--- config.mk ---
export PLATFORM = sky130hd
export DESIGN_NAME = usbsts_unit
export DESIGN_NICKNAME = d
export VERILOG_FILES = /design/src/rtl/usbsts_pkg.sv /design/src/rtl/usbsts_evt_decode.sv /design/src/rtl/usbsts_w1c_cell.sv /design/src/rtl/usbsts_irq_merge.sv /design/src/rtl/usbsts_unit.sv
export SDC_FILE = /design/constraint.sdc
export NUM_CORES = 1
export LEC_CHECK = 0
export BUFFER_PORTS_ARGS = -buffer_cell sky130_fd_sc_hd__buf_4
export CAP_MARGIN = 0
export CORE_AREA = 3 3 40 42
export CTS_CLUSTER_SIZE = 28
export DETAILED_ROUTE_END_ITERATION = 8
export DIE_AREA = 0 0 43 45
export GPL_TIMING_DRIVEN = 0
export HOLD_SLACK_MARGIN = 0.02
export PLACE_DENSITY = 0.81
export SYNTH_ARGS = -nofsm -noshare
export SYNTH_HDL_FRONTEND = slang
export SYNTH_SLANG_ARGS = --single-unit
--- constraint.sdc ---
create_clock -name clk -period 1.05 [get_ports clk]
set_input_delay 0.0525 -clock clk [delete_from_list [all_inputs] [get_ports clk]]
set_output_delay 0.0525 -clock clk [all_outputs]
set_load 0.005 [all_outputs]
--- src/rtl/usbsts_pkg.sv ---
package usbsts_pkg;

  localparam int LIVE_W  = 6;
  localparam int B_INT   = 0;
  localparam int B_ERR   = 1;
  localparam int B_RSM   = 2;
  localparam int B_HBE   = 3;
  localparam int B_PERR  = 4;
  localparam int B_HALT  = 5;
  localparam int GATED_W = 3;

  typedef struct packed {
    logic xfer_done;
    logic xfer_err;
    logic short_pkt;
    logic ioc;
    logic spd;
    logic resume;
    logic suspend;
    logic proc_err;
    logic bus_err;
    logic stop_fall;
  } sts_evt_t;

  // Which flags a set of simultaneous events raises.
  function automatic logic [LIVE_W-1:0] set_vector(sts_evt_t e);
    logic [LIVE_W-1:0] v;
    v         = '0;
    v[B_INT]  = (e.xfer_done & e.ioc) | (e.xfer_err & e.ioc) | (e.short_pkt & e.spd);
    v[B_ERR]  = e.xfer_err;
    v[B_RSM]  = e.resume & e.suspend;
    v[B_HBE]  = e.bus_err;
    v[B_PERR] = e.proc_err;
    v[B_HALT] = e.stop_fall;
    return v;
  endfunction

  // Write-1-to-clear update: a set in the same cycle beats the clear.
  function automatic logic w1c_next(logic cur, logic set, logic clr);
    return (cur & ~clr) | set;
  endfunction

endpackage

--- src/rtl/usbsts_evt_decode.sv ---
module usbsts_evt_decode
  import usbsts_pkg::*;
(
  input  logic              clk,
  input  logic              rst_n,
  input  logic              ev_xfer_done,
  input  logic              ev_xfer_err,
  input  logic              ev_short_pkt,
  input  logic              td_ioc,
  input  logic              td_spd,
  input  logic              ev_resume,
  input  logic              ev_proc_err,
  input  logic              ev_bus_err,
  input  logic              run_stop,
  input  logic              suspend_on,
  output logic              stop_fall,
  output logic [LIVE_W-1:0] set_vec
);

  logic run_stop_q;
  sts_evt_t evt;

  always_ff @(posedge clk) begin
    if (!rst_n) run_stop_q <= 1'b0;
    else        run_stop_q <= run_stop;
  end

  assign stop_fall = run_stop_q & ~run_stop;

  always_comb begin
    evt.xfer_done = ev_xfer_done;
    evt.xfer_err  = ev_xfer_err;
    evt.short_pkt = ev_short_pkt;
    evt.ioc       = td_ioc;
    evt.spd       = td_spd;
    evt.resume    = ev_resume;
    evt.suspend   = suspend_on;
    evt.proc_err  = ev_proc_err;
    evt.bus_err   = ev_bus_err;
    evt.stop_fall = stop_fall;
  end

  assign set_vec = set_vector(evt);

endmodule

--- src/rtl/usbsts_w1c_cell.sv ---
module usbsts_w1c_cell
  import usbsts_pkg::*;
#(
  parameter logic RST_VAL = 1'b0
) (
  input  logic clk,
  input  logic rst_n,
  input  logic set_i,
  input  logic clr_i,
  output logic flag_o
);

  always_ff @(posedge clk) begin
    if (!rst_n) flag_o <= RST_VAL;
    else        flag_o <= w1c_next(flag_o, set_i, clr_i);
  end

endmodule

--- src/rtl/usbsts_irq_merge.sv ---
module usbsts_irq_merge #(
  parameter int GATED = 3,
  parameter int FORCED = 2
) (
  input  logic [GATED-1:0]  gated_flags,
  input  logic [GATED-1:0]  enables,
  input  logic [FORCED-1:0] forced_flags,
  output logic              irq_o
);

  logic [GATED-1:0] masked;

  for (genvar g = 0; g < GATED; g++) begin : g_mask
    assign masked[g] = gated_flags[g] & enables[g];
  end

  assign irq_o = (|masked) | (|forced_flags);

endmodule

--- src/rtl/usbsts_unit.sv ---
module usbsts_unit
  import usbsts_pkg::*;
#(
  parameter int STS_W = 16
) (
  input  logic               clk,
  input  logic               rst_n,
  input  logic               ev_xfer_done,
  input  logic               ev_xfer_err,
  input  logic               ev_short_pkt,
  input  logic               td_ioc,
  input  logic               td_spd,
  input  logic               ev_resume,
  input  logic               ev_proc_err,
  input  logic               ev_bus_err,
  input  logic               run_stop,
  input  logic               suspend_on,
  input  logic [GATED_W-1:0] ien,
  input  logic               sw_wr,
  input  logic [LIVE_W-1:0]  sw_wdata,
  output logic [STS_W-1:0]   sts_word,
  output logic               irq,
  output logic               stop_req
);

  localparam int RSV_W = STS_W - LIVE_W;
  localparam logic [LIVE_W-1:0] RST_FLAGS = LIVE_W'(1) << B_HALT;

  logic [LIVE_W-1:0] set_vec;
  logic [LIVE_W-1:0] clr_vec;
  logic [LIVE_W-1:0] flags;
  logic              stop_fall;

  usbsts_evt_decode u_dec (
    .clk          (clk),
    .rst_n        (rst_n),
    .ev_xfer_done (ev_xfer_done),
    .ev_xfer_err  (ev_xfer_err),
    .ev_short_pkt (ev_short_pkt),
    .td_ioc       (td_ioc),
    .td_spd       (td_spd),
    .ev_resume    (ev_resume),
    .ev_proc_err  (ev_proc_err),
    .ev_bus_err   (ev_bus_err),
    .run_stop     (run_stop),
    .suspend_on   (suspend_on),
    .stop_fall    (stop_fall),
    .set_vec      (set_vec)
  );

  assign clr_vec = sw_wr ? sw_wdata : '0;

  for (genvar b = 0; b < LIVE_W; b++) begin : g_flag
    usbsts_w1c_cell #(.RST_VAL(RST_FLAGS[b])) u_cell (
      .clk    (clk),
      .rst_n  (rst_n),
      .set_i  (set_vec[b]),
      .clr_i  (clr_vec[b]),
      .flag_o (flags[b])
    );
  end

  usbsts_irq_merge #(.GATED(GATED_W), .FORCED(2)) u_irq (
    .gated_flags  (flags[GATED_W-1:0]),
    .enables      (ien),
    .forced_flags ({flags[B_PERR], flags[B_HBE]}),
    .irq_o        (irq)
  );

  assign stop_req = flags[B_PERR] | flags[B_HBE];
  assign sts_word = {{RSV_W{1'b0}}, flags};

endmodule

# Word-level counts from Yosys, hierarchy flattened
# Cells that the tools add are included.
# classes
bitwise	31
reduce_logical	2
muxes	1
# op_table
operator	n
bitwise AND 1 bit	14
bitwise OR 1 bit	10
NOT 1 bit	7
two-way mux 6 bit	1
OR reduction 3 bit	1
OR reduction 2 bit	1
# totals
out_inout_bits	18
regBits	7

# Logic depth before layout (Yosys ltp)
# Gate-level depths: netlist of run 1.
# logic_depth
depth_word	4
mapped_depth	2

# Cells and area by module
# From an unflattened synthesis of run 1, not the netlist that was laid out.
# hier_totals
hier_cells	50
area_unflattened_um2	471.7
# modules_own_cells
mod	instances	cells_per_inst	area_per_inst_um2	seq_area_each_um2
usbsts_w1c_cell at g_flag[0].u_cell ...	5	3	41.3	20.0
usbsts_unit	1	18	122.6	0.0
usbsts_evt_decode	1	11	85.1	20.0
usbsts_w1c_cell at g_flag[5].u_cell	1	3	33.8	20.0
usbsts_irq_merge	1	3	23.8	0.0

# Worst setup path before layout of run 1
# No wires, ideal clock.
# synth_timing
path_type	reg2out
startpoint	reg g_flag[3].u_cell.flag_o
endpoint	out irq
path_buffers	0
arrival_time_ps	814
setup_slack_ps	184
stages_incl_launch_ff	3
path_cell_list	dfxtp_1 -> or2_4 -> a211o_1
# synth_via
elab_chain_cells	2
# synth_rtl
element	line_no	text
start, declared	usbsts_w1c_cell.sv:10	output logic flag_o
start signal, assigned	usbsts_w1c_cell.sv:15	else flag_o <= w1c_next(flag_o, set_i, clr_i);
OR reduction 2 bit	usbsts_irq_merge.sv:17	assign irq_o = (|masked) | (|forced_flags);
bitwise OR 1 bit	usbsts_irq_merge.sv:17	
end, declared	usbsts_unit.sv:22	output logic irq,
# No other way between the ends.

# Worst setup path in the final report of run 1
# layout_timing
startpoint	reg g_flag[1].u_cell.flag_o
endpoint	out irq
# layout_via
elab_chain_cells	3
# layout_rtl
element	line_no	text
start, declared	usbsts_w1c_cell.sv:10	
start signal, assigned	usbsts_w1c_cell.sv:15	
bitwise AND 1 bit	usbsts_irq_merge.sv:14	assign masked[g] = gated_flags[g] & enables[g];
OR reduction 3 bit	usbsts_irq_merge.sv:17	
bitwise OR 1 bit	usbsts_irq_merge.sv:17	
# No other way between the ends.

==> results of run 1 <==
==> layout make-up <==
class | count | area (sq um) | share of cell area [%]
plain buffers | 16 | 120 | 15.9
clock buffers | 4 | 26.3 | 3.49
inverters | 2 | 7.51 | 0.997
multi-input cells | 29 | 170 | 22.6
flip-flops and latches | 7 | 144 | 19.1
well taps | 15 | 18.8 | 2.49
repair buffers | 34 | 267 | 35.4
==> how the worst min path moves through the flow <==
stage / end / from / slack (ns) / cells after the start
floorplan: g_flag[1].u_cell.flag_o / rst_n / 0.17 / 1
global placement: g_flag[4].u_cell.flag_o / ev_proc_err / 0.26 / 2
detailed placement: g_flag[3].u_cell.flag_o / ev_bus_err / 0.27 / 2
CTS: g_flag[1].u_cell.flag_o / rst_n / 0.03 / 2
global route: g_flag[3].u_cell.flag_o / rst_n / 0.04 / 2
finish: g_flag[1].u_cell.flag_o / rst_n / 0.04 / 2
==> power by group through the flow <==
stage / logic, W / registers [W] / clock network, W
global placement: 0.000202 / 0.000301 / 0
CTS: 0.000230 / 0.000297 / 0.000255
global route: 0.000250 / 0.000300 / 0.000272
finish: 0.000229 / 0.000298 / 0.000244
floorplan: 0.000102 / 0.000298 / 0
detailed placement: 0.000208 / 0.000303 / 0
==> cells by family (layout without fill, tap and decap cells) <==
| logic type | count (synthesis) | in the layout |
|---|---|---|
| and+or+nand+nor | 5 | 5 |
| other | 1 | 10 |
| buffers and inverters | 18 | 56 |
| AOI/OAI and AO/OA | 14 | 14 |
| DFF | 7 | 7 |
==> sequential cells by signal, indices dropped and copies added (netlist names) <==
register,flops
g_flag.u_cell.flag_o,6
u_dec.run_stop_q,1
==> metal layers <==
metal | routed length (um) | vias up | GRT usage (%)
li1 | - | 220 | -
met1 | 378 | 184 | 11.2
met2 | 575 | 31 | 19.8
met3 | 135 | 0 | 4.78
met4 | 0 | 0 | 10.8
met5 | 0 | - | 0
==> through the flow <==
stage	setup TNS, ns	total power (W)	hold WS (ns)	setup WS, ns	area, sq um
after global routing	-0.228	0.000822	0.0404	-0.228	753
after CTS	-0.191	0.000782	0.0306	-0.191	753
after global placement	0	0.000503	0.262	0.0629	674
after floorplan	0	0.000401	0.170	0.184	438
final	-0.185	0.000772	0.0380	-0.185	753
after detailed placement	0	0.000511	0.266	0.0335	674
==> critical path: stages, from the launching register on <==
cell and delay, ns:
dfxtp_2 0.33, a22o_1 0.20, a211o_1 0.29, buf_6 0.12
==> repair_timing <==
| action | 4_1_cts | 5_1_grt |
|---|---|---|
| endpoints found under the setup margin | 1 | 1 |
| buffers inserted | 2 | 0 |
| gates resized for setup | 4 | 0 |
| hold endpoints to repair | 3 | 0 |
| pin swaps | 1 | 0 |
| cloned | 0 | 0 |
| hold buffers | 3 | 0 |
==> Yosys cell counts <==
cell and count:
o21ai_0 1, buf_4 16, a22o_1 1, or2_4 1, o21a_1 3, a211o_1 1
a21bo_2 2, a21boi_0 3, dfxtp_1 7, inv_1 2, nand2_1 3, a31oi_1 1
a221o_1 1, a21oi_1 1, conb_1 1, nor2_1 1
==> impl_metrics.tcl, run 1 <==
set metrics [dict create \
    ant_nets 0 \
    finalCritPeriodShare_pct 118 \
    cts_tree "yes" \
    core_sq_mm 0.00128 \
    setup_ws_ns -0.185 \
    grtUsageTotal_pct 11.9 \
    numCtsBuffers 3 \
    final_cell_mix "buf_4 (46), conb_1 (10), dfxtp_1 (4)" \
    routed_wl_um 1090 \
    switchingPower_w 0.000177 \
    cts.path.max_buffers 2 \
    syn2layout_area_growth_pct 86.4 \
    antennaDiodeCount 0 \
    dp_hpwl_um 897 \
    p_int_w 0.000595 \
    synth_top_area_share_pct 34.7 \
    crit_start "g_flag[1].u_cell.flag_o" \
    finalMaxSlewViolations 0 \
    critPathKind "reg2out" \
    peakVddDrop_v 0.000435 \
    drc 0 \
    yosysWarnings 0 \
    finalHoldViolations 0 \
    htreeDepth 1 \
    swShare_pct 23.0 \
    violations "negative setup slack" \
    fillers 127 \
    pwr-share-comb_pct 29.7 \
    die-area_sq_mm 0.00194 \
    layoutNonFillerInstCount 107 \
    leakage_nw 0.414 \
    gp_congestion 0.711 \
    grt_max_degree 7 \
    rr_endpoint "g_flag[1].u_cell.flag_o" \
    die_w_um 43 \
    synth_top_family_by_area "buffers and inverters" \
    r2r_cells 3 \
    synthSimpleGateAreaFrac_pct 5.88 \
    max_freq_ghz 0.810 \
    routedWlPerCell_um 10.2 \
    yosys.area.top_type "dfxtp_1" \
    dieHeight_um 45 \
    clock-sinks 7 \
    vias_per_cell 4.07 \
    ys_ff_latch 7 \
    dr.pass1.iters 4 \
    root_buffer "clkbuf_4" \
    grt_pass1_vias 369 \
    final_common_cell "buf_4" \
    cp-start-kind "register" \
    portBuffers 29 \
    drive_above_1_share_pct 60.9 \
    synth_cell_types 16 \
    synth_area_leaders "dfxtp_1 (35%), buf_4 (30%), a21boi_0 (5.6%)" \
    min_period_ns 1.23 \
    yosysSeqAreaShare_pct 34.7 \
    finalSetupViolations 1 \
    antenna_found_initial 0 \
    power_per_cell_area_mw_per_mm2 1020 \
    dp_cells 98 \
    initialDrtViolationCount 10 \
    clock_power_share_pct 31.7 \
    nNetsFinal 115 \
    r2r_slack_ns 0.20 \
    max_cap_viol_count 0 \
    synthCells 45 \
    pwr-share-seq_pct 38.7 \
    fin_skew_ns 0.00134 \
    initial_core_util_pct 31.5 \
    grt_overflow_total 0 \
    io_pins 40 \
    cp_max_fo 2 \
    synthAdderAreaFrac_pct 0 \
    syn_area_sq_um 404 \
    rsz0062_at_grt "yes" \
    clkLatencyLatePin_ns 0.25 \
    grt_first_pass_wirelength_um 1570 \
    hp-class "in2reg" \
    worst_ep_required_time_ns 1.00 \
    endpoint "irq" \
    syn_area_per_cell_sq_um 8.98 \
    endpoint_kind "output port" \
    path_clk_slew_ns 0.05 \
    rows 13 \
    synth_compound_area_share_pct 26.9 \
    arrival_ns 1.18 \
    vias 435 \
    status "finished, violations left" \
    fin_util_pct 58.6 \
    synthMuxAreaShare_pct 0 \
    synthXorXnorAreaFrac_pct 0 \
    r2r_start "g_flag[1].u_cell.flag_o" \
]
No activity file was read; power rests on OpenSTA's default activity.
==> run 2: changes to the inputs <==
--- a/config.mk
+++ b/config.mk
@@ -5,6 +5,7 @@
 export SDC_FILE = /design/constraint.sdc
 export NUM_CORES = 1
 export LEC_CHECK = 0
+export ABC_AREA = 1
 export BUFFER_PORTS_ARGS = -buffer_cell sky130_fd_sc_hd__buf_4
 export CAP_MARGIN = 0
 export CORE_AREA = 3 3 40 42
@@ -14,6 +15,7 @@
 export GPL_TIMING_DRIVEN = 0
 export HOLD_SLACK_MARGIN = 0.02
 export PLACE_DENSITY = 0.81
+export SLEW_MARGIN = 30
 export SYNTH_ARGS = -nofsm -noshare
 export SYNTH_HDL_FRONTEND = slang
 export SYNTH_SLANG_ARGS = --single-unit
==> run 2 against run 1 <==
Effect of this change:
- the flow now finishes without violations
- combinational power down 5%
- setup slack gained 0.25 ns
- count of clock-buffer cells in the layout did not move
- clock skew fell by 0.0013 ns
- sequential power barely moved
- non-clock buffer count did not move
- fmax increased by 25%
- critical path type unchanged
- critical endpoint unchanged
==> impl_metrics.tcl, run 2 <==
set metrics [dict create \
    grt_first_pass_wirelength_um 1560 \
    r2r_start "g_flag[0].u_cell.flag_o" \
    dr.pass1.iters 2 \
    swShare_pct 23.5 \
    synth_commonest_cells "buf_4 (16), nand2_1 (15), dfxtp_1 (7)" \
    routed_wl_um 958 \
    async_reset_ff_share_pct 0 \
    holdWs_ns 0.0616 \
    die-area_sq_mm 0.00194 \
    yosys.area.top_type "dfxtp_1" \
    worst_path_max_delay_cell "dfxtp_1" \
    root_buffer "clkbuf_4" \
    clock-sinks 7 \
    p_int_w 0.000579 \
    synth_edf_count 0 \
    antennaDiodeCount 0 \
    ctsResizeCount 0 \
    largest-register "g_flag.u_cell.flag_o" \
    critPathKind "reg2out" \
    rsz0062_at_grt "no" \
    status "completed" \
    finalSetupViolations 0 \
    cp_max_fo 3 \
    finalCritPeriodShare_pct 93.9 \
    syn_area_sq_um 405 \
    initialDrtViolationCount 1 \
    routedWlPerCell_um 7.98 \
    initial_core_util_pct 31.5 \
    io_pins 40 \
    die_w_um 43 \
    rows 13 \
    synthAdderAreaFrac_pct 0 \
    grt_overflow_total 0 \
    antenna_found_initial 0 \
    htreeDepth 1 \
    grtUsageTotal_pct 11.2 \
    portBuffers 29 \
    synth.most_common_cell "buf_4" \
    path_clk_slew_ns 0.05 \
    gp_congestion 0.725 \
    clkLatencyLatePin_ns 0.25 \
    slowest_delay_ns 0.31 \
    peakVddDrop_v 0.000539 \
    worst_ep_required_time_ns 1.00 \
    finalHoldViolations 0 \
    place_area_sq_um 676 \
    synthXorXnorAreaFrac_pct 0 \
    dieHeight_um 45 \
    cts_tree "yes" \
    rr_endpoint "g_flag[0].u_cell.flag_o" \
    nNetsFinal 128 \
    drc 0 \
    synth_compound_area_share_pct 8.02 \
    fin_area_sq_um 752 \
    grt_max_degree 7 \
    max_cap_viol_count 0 \
    synthSimpleGateAreaFrac_pct 22.2 \
    r2r_cells 4 \
    hold_path_end "g_flag[2].u_cell.flag_o" \
    syn_area_per_cell_sq_um 6.99 \
    leakage_nw 0.433 \
    layoutNonFillerInstCount 120 \
    synthMuxAreaShare_pct 0 \
    final_common_cell "buf_4" \
    final_cell_mix "buf_4 (45), nand2_1 (15), conb_1 (10)" \
    postCtsHoldBufs 5 \
    vias_per_cell 3.96 \
    setup_tns_ns 0 \
    ys_ff_latch 7 \
    synth_top_area_share_pct 34.6 \
    switchingPower_w 0.000177 \
    power_per_cell_area_mw_per_mm2 1010 \
    synth_top_family_by_area "buffers and inverters" \
    core_sq_mm 0.00128 \
    largest_reg_flops 6 \
    r2r_slack_ns 0.35 \
    drive_above_1_share_pct 45.7 \
    yosysSeqAreaShare_pct 34.6 \
    dp_cells 111 \
    reg_top3 "g_flag.u_cell.flag_o: 6 flops, u_dec.run_stop_q: 1 flops" \
    cp-start-kind "register" \
    max_freq_ghz 1.01 \
    cts_setup_buffers 0 \
    min_period_ns 0.986 \
    regArea_sq_um 140 \
    numCtsBuffers 3 \
    fin_skew_ns 0.0000841 \
    arrival_ns 0.93 \
    synth_area_leaders "dfxtp_1 (35%), buf_4 (30%), nand2_1 (14%)" \
    vias 475 \
    worstPathCellList "nor2_1 -> nand4_1 -> buf_4" \
    synthCells 58 \
    synth_ff_type "dfxtp_1" \
    min_from "sw_wdata[2]" \
    fillers 134 \
    ant_nets 0 \
    endpoint_kind "output port" \
    pwr-share-comb_pct 28.8 \
    power.total_w 0.000756 \
    min_path_cells 4 \
    pwr-share-seq_pct 39.3 \
    grt_pass1_vias 419 \
    clock_power_share_pct 31.9 \
    finalMaxSlewViolations 0 \
    multiInputGateArea_sq_um 160 \
    yosysWarnings 0 \
    hp-class "in2reg" \
    synth_cell_types 10 \
    syn2layout_area_growth_pct 85.5 \
    cts.path.max_buffers 2 \
]
## run 2: critical path: cells and delay by family (launching register included)
family        cells  cell delay [ns]
simple gates      2             0.22
flops             1             0.31
buf+inv           1             0.14
## run 2: layout make-up
cell class                      instances  area share, %
Multi-Input combinational cell         39           21.3
Buffer                                 16           16.0
Sequential cell                         7           18.6
Inverter                                5           2.50
Tap cell                               15           2.50
Timing Repair Buffer                   34           35.6
Clock buffer                            4           3.49
## run 2: worst max path at each step
stage                                 start                      end  slack (ns)
floorplan           g_flag[0].u_cell.flag_o  g_flag[0].u_cell.flag_o        0.42
global placement    g_flag[3].u_cell.flag_o                      irq        0.32
detailed placement  g_flag[3].u_cell.flag_o                      irq        0.31
CTS                 g_flag[3].u_cell.flag_o                      irq        0.03
global route        g_flag[3].u_cell.flag_o                      irq       0.003
finish              g_flag[3].u_cell.flag_o                      irq        0.06
## run 2: cell families after synthesis
kind of cell | count (synthesis)
buffers and inverters | 21
flip-flops | 7
other | 1
AO/OA/AOI/OAI | 6
AND/OR/NAND/NOR | 23
## run 2: power groups by stage
stage	combinational, W	sequential, W	clock (W)
2_1_floorplan	0.0000982	0.000299	0
3_3_place_gp	0.000201	0.000301	0
3_5_place_dp	0.000204	0.000302	0
4_1_cts	0.000219	0.000297	0.000261
5_1_grt	0.000243	0.000299	0.000277
6_report	0.000218	0.000297	0.000241
## run 2: metrics by stage
step	util, %	setup WS, ns
after detailed placement	52.6	0.315
after floorplan	-	0.418
after global placement	52.6	0.321
after CTS	58.5	0.0332
after global routing	58.5	0.00261
final	58.5	0.0644
## run 2: per-layer routing
| layer | routed length (um) | global-route usage [%] | up-vias |
|---|---|---|---|
| li1 | - | - | 246 |
| met1 | 336 | 10.7 | 195 |
| met4 | 17 | 5.42 | 0 |
| met2 | 457 | 19.5 | 31 |
| met3 | 146 | 6.37 | 3 |
| met5 | 0 | 0 | - |
==> run 3: changes to the inputs <==
--- a/config.mk
+++ b/config.mk
@@ -9,6 +9,7 @@
 export BUFFER_PORTS_ARGS = -buffer_cell sky130_fd_sc_hd__buf_4
 export CAP_MARGIN = 0
 export CORE_AREA = 3 3 40 42
+export CTS_BUF_LIST = sky130_fd_sc_hd__clkbuf_16
 export CTS_CLUSTER_SIZE = 28
 export DETAILED_ROUTE_END_ITERATION = 8
 export DIE_AREA = 0 0 43 45
==> run 3 against run 2 <==
Effect of this change:
- global-route usage fell by 0.67 points
- sequential share of layout area fell by 0.31 points
- clock power grew to 2.6 times the previous value
- critical endpoint unchanged
- final area rose by 1.7%
- worst hold slack worse by 0.034 ns
==> impl_metrics.tcl, run 3 (synthesized netlist as in run 2, its figures left out) <==
set metrics [dict create \
    finalSetupViolations 0 \
    pwr-share-seq_pct 26.4 \
    leakage_nw 0.444 \
    dieHeight_um 45 \
    clock-sinks 7 \
    min_period_ns 0.960 \
    ctsResizeCount 0 \
    endpoint_kind "output port" \
    grt_pass1_vias 419 \
    ant_nets 0 \
    grt_first_pass_wirelength_um 1550 \
    holdWs_ns 0.0280 \
    cts.path.max_buffers 2 \
    path_clk_slew_ns 0.03 \
    reg_top3 "g_flag.u_cell.flag_o: 6 flops, u_dec.run_stop_q: 1 flops" \
    rsz0062_at_grt "no" \
    postCtsHoldBufs 1 \
    drive_above_1_share_pct 47.5 \
    antennaDiodeCount 0 \
    path_buf_inv 1 \
    core_sq_mm 0.00128 \
    max_cap_viol_count 0 \
    initialDrtViolationCount 7 \
    clkLatencyLatePin_ns 0.23 \
    dr.pass1.iters 2 \
    drc 0 \
    routed_wl_um 916 \
    setup_tns_ns 0 \
    largest_reg_flops 6 \
    finalCritPeriodShare_pct 91.4 \
    cts_setup_buffers 0 \
    die_w_um 43 \
    grt_overflow_total 0 \
    switchingPower_w 0.000208 \
    routedWlPerCell_um 7.90 \
    final_common_cell "buf_4" \
    initial_core_util_pct 31.5 \
    portBuffers 29 \
    largest-register "g_flag.u_cell.flag_o" \
    status "completed" \
    worst_ep_required_time_ns 1.00 \
    power_per_cell_area_mw_per_mm2 1470 \
    pwr-share-comb_pct 18.3 \
    nNetsFinal 124 \
    power.total_w 0.00113 \
    root_buffer "clkbuf_16" \
    htreeDepth 1 \
    worst_path_max_delay_cell "dfxtp_1" \
    layoutNonFillerInstCount 116 \
    fillers 125 \
    vias 450 \
    grtUsageTotal_pct 10.5 \
    cp-start-kind "register" \
    gp_congestion 0.725 \
    syn2layout_area_growth_pct 88.6 \
    io_pins 40 \
    arrival_ns 0.91 \
    slowest_delay_ns 0.31 \
    dp_cells 111 \
    fin_skew_ns 0.0000496 \
    p_int_w 0.000919 \
    hp-class "in2reg" \
    max_freq_ghz 1.04 \
    swShare_pct 18.5 \
    clock_power_share_pct 55.3 \
    rows 13 \
    antenna_found_initial 0 \
    path_delay_family "flip-flops" \
    critPathKind "reg2out" \
    peakVddDrop_v 0.000884 \
    cts_tree "yes" \
    finalHoldViolations 0 \
    numCtsBuffers 3 \
    vias_per_cell 3.88 \
    grt_max_degree 7 \
    finalMaxSlewViolations 0 \
    final_cell_mix "buf_4 (45), nand2_1 (15), conb_1 (10)" \
    worstPathCellList "nor2_1 -> nand4_1 -> buf_4" \
    cp_max_fo 3 \
    die-area_sq_mm 0.00194 \
]
## run 3: changes by cell type in the layout (fill, tap and decap cells not counted), sizes merged
cell | previous run | this run
dlygate4sd3 | 5 | 1
clkbuf | 4 | 3
inv | 5 | 6
## run 3: worst paths after layout
check | from | to | slack [ns] | cells after the start
hold reg to reg | u_dec.run_stop_q | g_flag[5].u_cell.flag_o | 0.45 | 2
setup / recovery | g_flag[3].u_cell.flag_o | irq | 0.09 | 3
hold / removal | rst_n | u_dec.run_stop_q | 0.03 | 3
setup reg to reg | g_flag[0].u_cell.flag_o | g_flag[0].u_cell.flag_o | 0.36 | 4
## run 3: per-layer routing
metal | up-vias | track usage (%) | wire [um]
li1 | 238 | - | -
met1 | 182 | 11.2 | 323
met2 | 30 | 19.2 | 440
met3 | 0 | 5.18 | 152
met4 | 0 | 1.81 | 0
met5 | - | 0 | 0
## run 3: cell type report
cell class / count / area (sq um) / area share (%)
timing repair buffer: 30 / 228 / 29.8
multi-input combinational: 39 / 160 / 20.9
sequential: 7 / 140 / 18.3
buffer: 16 / 120 / 15.7
clock buffer: 3 / 75.1 / 9.82
inverter: 5 / 18.8 / 2.45
tap: 15 / 18.8 / 2.45
clock inverter: 1 / 3.75 / 0.491
## run 3: worst reg2reg max path: stages, from the launching register on
cell	delay [ns]
dfxtp_1	0.34
inv_1	0.05
a21oi_1	0.10
nor2_1	0.06
nor2_1	0.08
## run 3: through the flow
step	util [%]	instance area, sq um	setup WS [ns]
floorplan	-	439	0.418
global placement	52.6	676	0.321
detailed placement	52.6	676	0.315
CTS	59.5	764	0.0717
global route	59.5	764	0.0411
finish	59.5	764	0.0904
## run 3: power by group through the flow
stage               Clock (W)  Sequential (W)  Combinational (W)
floorplan                   0        0.000299          0.0000982
global placement            0        0.000301           0.000201
detailed placement          0        0.000302           0.000204
CTS                  0.000639        0.000298           0.000207
global route         0.000662        0.000300           0.000231
finish               0.000624        0.000298           0.000206
